==> config.mk <==
export PLATFORM = sky130hd
export DESIGN_NAME = result_window_filter
export DESIGN_NICKNAME = d
export VERILOG_FILES = /design/src/rtl/rwf_pkg.sv /design/src/rtl/rwf_extend.sv /design/src/rtl/rwf_decide.sv /design/src/rtl/rwf_capture.sv /design/src/rtl/result_window_filter.sv
export SDC_FILE = /design/constraint.sdc
export NUM_CORES = 1
export LEC_CHECK = 0
export ABC_AREA = 1
export BUFFER_PORTS_ARGS = -buffer_cell sky130_fd_sc_hd__clkbuf_2
export CORE_MARGIN = 3
export CORE_UTILIZATION = 35
export CTS_CLUSTER_DIAMETER = 200
export DETAILED_ROUTE_END_ITERATION = 7
export PLACE_DENSITY_LB_ADDON = 0.08
export SYNTH_ARGS = -nofsm -noshare
export SYNTH_HDL_FRONTEND = slang
export SYNTH_HIERARCHICAL = 1
export SYNTH_SLANG_ARGS = --single-unit
==> constraint.sdc <==
create_clock -name clk -period 1.2 [get_ports clk]
set_clock_uncertainty 0.2 [all_clocks]
set_input_delay 0.24 -clock clk [delete_from_list [all_inputs] [get_ports clk]]
set_output_delay 0.24 -clock clk [all_outputs]
set_load 0.005 [all_outputs]
==> src/rtl/rwf_pkg.sv <==
package rwf_pkg;
   typedef enum logic [1:0] {
      MODE_BELOW  = 2'd0,
      MODE_ABOVE  = 2'd1,
      MODE_SPLIT  = 2'd2,
      MODE_BAND   = 2'd3
   } cmp_mode_e;
endpackage

==> src/rtl/rwf_extend.sv <==
module rwf_extend #(
   parameter int RES_W = 12,
   parameter int THR_W = 16,
   parameter int CMP_W = 17
) (
   input  logic [RES_W-1:0]        res_data,
   input  logic [THR_W-1:0]        thr_a,
   input  logic [THR_W-1:0]        thr_b,
   output logic signed [CMP_W-1:0] x_ext,
   output logic signed [CMP_W-1:0] a_ext,
   output logic signed [CMP_W-1:0] b_ext
);
   localparam int XPAD = CMP_W - RES_W;
   localparam int TPAD = CMP_W - THR_W;

   // result is unsigned: zero fill; thresholds are two's complement: sign fill
   assign x_ext = signed'({{XPAD{1'b0}}, res_data});
   assign a_ext = signed'({{TPAD{thr_a[THR_W-1]}}, thr_a});
   assign b_ext = signed'({{TPAD{thr_b[THR_W-1]}}, thr_b});
endmodule

==> src/rtl/rwf_decide.sv <==
module rwf_decide
   import rwf_pkg::*;
#(
   parameter int CMP_W   = 17,
   parameter bit HAS_CMP = 1'b1
) (
   input  logic                    cmp_en,
   input  logic [1:0]              cmp_mode,
   input  logic signed [CMP_W-1:0] x_ext,
   input  logic signed [CMP_W-1:0] a_ext,
   input  logic signed [CMP_W-1:0] b_ext,
   output logic                    accept
);
   generate
      if (HAS_CMP) begin : g_cmp
         logic lt_a, gt_a, gt_b, ordered;
         logic pass;
         assign lt_a    = x_ext < a_ext;
         assign gt_a    = x_ext > a_ext;
         assign gt_b    = x_ext > b_ext;
         assign ordered = a_ext <= b_ext;

         always_comb begin
            unique case (cmp_mode_e'(cmp_mode))
               MODE_BELOW: pass = lt_a;
               MODE_ABOVE: pass = gt_a;
               MODE_SPLIT: pass = ordered ? (lt_a | gt_b) : (lt_a & gt_b);
               MODE_BAND:  pass = ordered ? (~lt_a & ~gt_b) : (~lt_a | ~gt_b);
               default:    pass = 1'b0;
            endcase
         end
         assign accept = ~cmp_en | pass;
      end else begin : g_bypass
         logic unused_in;
         assign unused_in = ^{cmp_en, cmp_mode, x_ext, a_ext, b_ext};
         assign accept    = 1'b1;
      end
   endgenerate
endmodule

==> src/rtl/rwf_capture.sv <==
module rwf_capture #(
   parameter int RES_W = 12
) (
   input  logic             clk,
   input  logic             rst_n,
   input  logic             res_valid,
   input  logic             accept,
   input  logic [RES_W-1:0] res_data,
   output logic [RES_W-1:0] out_data,
   output logic             done
);
   logic take;
   assign take = res_valid & accept;

   always_ff @(posedge clk or negedge rst_n) begin
      if (!rst_n) begin
         out_data <= '0;
         done     <= 1'b0;
      end else begin
         done <= take;
         if (take) out_data <= res_data;
      end
   end
endmodule

==> src/rtl/result_window_filter.sv <==
module result_window_filter #(
   parameter int RES_W   = 12,
   parameter int THR_W   = 16,
   parameter bit HAS_CMP = 1'b1
) (
   input  logic             clk,
   input  logic             rst_n,
   input  logic             cmp_en,
   input  logic [1:0]       cmp_mode,
   input  logic [THR_W-1:0] thr_a,
   input  logic [THR_W-1:0] thr_b,
   input  logic             res_valid,
   input  logic [RES_W-1:0] res_data,
   output logic [RES_W-1:0] out_data,
   output logic             done
);
   localparam int CMP_W = ((RES_W > THR_W) ? RES_W : THR_W) + 1;

   generate
      if (RES_W < 1) begin : g_bad_res
         $error("result_window_filter: RES_W must be at least 1");
      end
      if (THR_W < 2) begin : g_bad_thr
         $error("result_window_filter: THR_W must be at least 2");
      end
   endgenerate

   logic signed [CMP_W-1:0] x_ext, a_ext, b_ext;
   logic                    accept;

   rwf_extend #(.RES_W(RES_W), .THR_W(THR_W), .CMP_W(CMP_W)) u_ext (
      .res_data (res_data),
      .thr_a    (thr_a),
      .thr_b    (thr_b),
      .x_ext    (x_ext),
      .a_ext    (a_ext),
      .b_ext    (b_ext)
   );

   rwf_decide #(.CMP_W(CMP_W), .HAS_CMP(HAS_CMP)) u_dec (
      .cmp_en   (cmp_en),
      .cmp_mode (cmp_mode),
      .x_ext    (x_ext),
      .a_ext    (a_ext),
      .b_ext    (b_ext),
      .accept   (accept)
   );

   rwf_capture #(.RES_W(RES_W)) u_cap (
      .clk       (clk),
      .rst_n     (rst_n),
      .res_valid (res_valid),
      .accept    (accept),
      .res_data  (res_data),
      .out_data  (out_data),
      .done      (done)
   );
endmodule

==> summary.txt <==
GRT
  • First-pass GRT wire length: 9121 µm
  • Initial antenna violation count: 0
  • GR Util All Layers: 0.1441
  • Total gr overflow: 0
  • Vias in the first global route: 2110
  • Largest net degree at the start of global routing: 14

Yosys
  • Top cell type's share of synthesized area: 0.2667
  • Synth Register Bits: 13
  • Seq/Total Area, Yosys: 0.1360
  • Post-synth cell types: 26
  • Gate Count Post-Synth: 353
  • Ys async rst share: 1.000
  • Most frequent cell after synthesis: nand2_1
  • Yosys Warn Count: 6
  • Most used DFF post-synth: dfrtp_1
  • Synth top cells by count: nand2_1 (91), buf_4 (53), ha_1 (51)
  • Syn Area/Cell: 6.777 µm²
  • Post-synth EDFFs: 0
  • Top cells by area, synth: ha_1 (27%), buf_4 (17%), nand2_1 (14%)
  • Synth area leader: ha_1
  • Synthesized area: 2392 µm²

Min path
  • Hold path cells: 3
  • Hold WC Path Type: input port to register

Route
  • DRC viols: 0
  • Drt pass-1 iters: 4
  • Post-Route WL: 5783 µm
  • Vias per cell: 4.507
  • Drt wl/cell: 11.92 µm
  • Routed via count: 2186
  • Iter 0 DRT Violations: 53
  • Post-route ant nets: 0

CTS
  • H-tree depth: 1
  • Clock tree buffer depth: 2
  • Clock latency on the worst-skew pair: 0.24 ns
  • TritonCTS Sinks: 13
  • Clock slew at reported path FFs: 0.06 ns
  • CTS tree: done
  • Cts bufs inserted: 3
  • Clock Tree Root: clkbuf_8

Die
  • Site row count: 29
  • Die area: 7863 µm²
  • Core footprint: 6495 µm²
  • Starting Density: 0.3683
  • # IOs: 63
  • Die W: 88.68 µm
  • Die H: 88.68 µm

Flow run
  • Max Cap Viol: 0

Timing
  • PnR worst setup slack: -0.9404 ns
  • Final Cycle Share: 1.784
  • Post-layout min period: 2.140 ns
  • Max Clk Rate: 467.2 MHz
  • Final Hold Viols: 0
  • Pins Over Slew Limit: 0
  • RSZ-0062 raised after global routing: true
  • # setup viols final: 13

Finish
  • Area Overhead vs Synth: 42.99%
  • Fin util: 0.5267
  • Inserted Diodes: 0
  • Layout cell share with drive strength beyond 1: 0.5196
  • Layout Nets: 510
  • Final instance area: 3421 µm²

Critical path
  • Data arrival time of the worst path: 2.08 ns
  • Worst R2R Path Depth: 3
  • Setup Crit Path Kind: input port to register
  • Worst Setup Start Kind: input port
  • Reg2reg setup slack: 0.27 ns
  • Critical Path RT: 1.14 ns
  • Crit-path max FO: 6
  • CP Capture Type: register

Placement
  • Area post-placement: 2855 µm²
  • Post-DP HPWL: 4912 µm
  • Port bufs: 62
  • Gp weighted congestion: 0.7884

Power and ir drop
  • Pleak: 1.806 nW
  • Worst VDD drop: 0.3558 mV
  • P per Cell Area: 657.4 nW/µm²

Status
  • Status: complete, but fails checks
  • Violated checks: setup timing
cell usage in the layout (no fill, tap or decap), types with 4 or more instances in the layout:
cell,n
inv_1,26
a21o_1,4
ha_4,23
buf_8,4
nor2_1,16
inv_2,22
ha_1,28
nand2_2,23
nor2_2,7
nand2_4,6
buf_6,7
conb_1,5
dfrtp_1,13
a21oi_1,15
inv_4,4
nand3_2,16
clkbuf_8,11
clkbuf_2,43
nand3_1,5
buf_4,35
nand2_1,68
sequential cells by signal, indices dropped and copies added, names as in the netlist:
name	cells
u_cap/done	1
u_cap/out_data	12
layer usage:
| metal | global-route usage | routed length (µm) | vias up | share of wire |
|---|---|---|---|---|
| met5 | 0 | 0 | - | 0 |
| met2 | 0.2760 | 2986 | 40 | 0.52 |
| met4 | 0.02335 | 14 | 0 | 0.0024 |
| li1 | - | - | 1174 | - |
| met3 | 0.01210 | 209 | 2 | 0.036 |
| met1 | 0.1754 | 2571 | 970 | 0.44 |
worst paths after layout:
| path | from | end |
|---|---|---|
| hold reg to reg | u_cap/out_data[9] | u_cap/out_data[9] |
| setup / recovery | res_data[5] | u_cap/out_data[11] |
| max in group asynchronous | rst_n | u_cap/out_data[7] |
| min in group asynchronous | rst_n | u_cap/out_data[5] |
| hold / removal | res_data[2] | u_cap/out_data[2] |
| setup reg to reg | u_cap/out_data[1] | u_cap/out_data[1] |
timing repair:
item                                    in CTS  in global routing
hold buffers                                 1                  0
cloned                                       0                  1
pin swaps                                   28                 37
endpoints found under the setup margin      13                 18
buffers inserted                             1                  7
resized for setup                           46                 65
hold endpoints to repair                    13                  0
kinds of logic (layout without fill, tap and decap cells):
kind of cell | count (synthesis) | after routing | share of synthesized area
and+or+nand+nor | 149 | 150 | 0.2620
buffers and inverters | 108 | 158 | 0.2558
adders and majority gates | 51 | 51 | 0.2667
AOI/OAI and AO/OA | 31 | 31 | 0.07794
DFF | 13 | 13 | 0.1360
other | 1 | 5 | 0.001568
per-stage QoR:
stage | power, mW | TNS [ns] | setup slack [ns] | instances | hold slack [ns]
3_3_place_gp | 1.584 | -15.33 | -1.185 | 471 | -0.04909
3_5_place_dp | 1.601 | -15.56 | -1.211 | 471 | -0.04653
4_1_cts | 2.098 | -10.93 | -0.8507 | 477 | 0.07615
5_1_grt | 2.451 | -13.57 | -1.073 | 485 | 0.06938
6_report | 2.249 | -11.89 | -0.9404 | 485 | 0.05706
2_1_floorplan | 1.333 | -12.23 | -0.9608 | 357 | -0.2556
final cells by class:
type,count,area [µm²]
clock buffers,4,45.04
well taps,77,96.34
repair buffers,100,749.5
inverters,54,212.7
flip-flops and latches,13,325.3
fillers,682,3074
multi-input cells,237,1992
critical path, cell delays in order:
cell,delay [ns]
clkbuf_4,0.15
ha_4,0.26
nand2_2,0.06
nor2_4,0.14
nand2_2,0.08
nor2_2,0.10
nor2_2,0.06
nand2_2,0.06
nand2_2,0.06
nand2_2,0.10
inv_2,0.05
a21oi_4,0.16
nand2_2,0.07
nand2_2,0.07
nand3_4,0.12
buf_6,0.17
nand3_2,0.06
nand2_1,0.06
power by group:
part	switching [mW]	total (mW)	internal, mW	leakage [nW]
Combinational	0.660	1.30	0.643	1.62
Clock	0.159	0.394	0.235	0.0228
Sequential	0.0399	0.553	0.513	0.160
(Power assumes the default switching activity.)
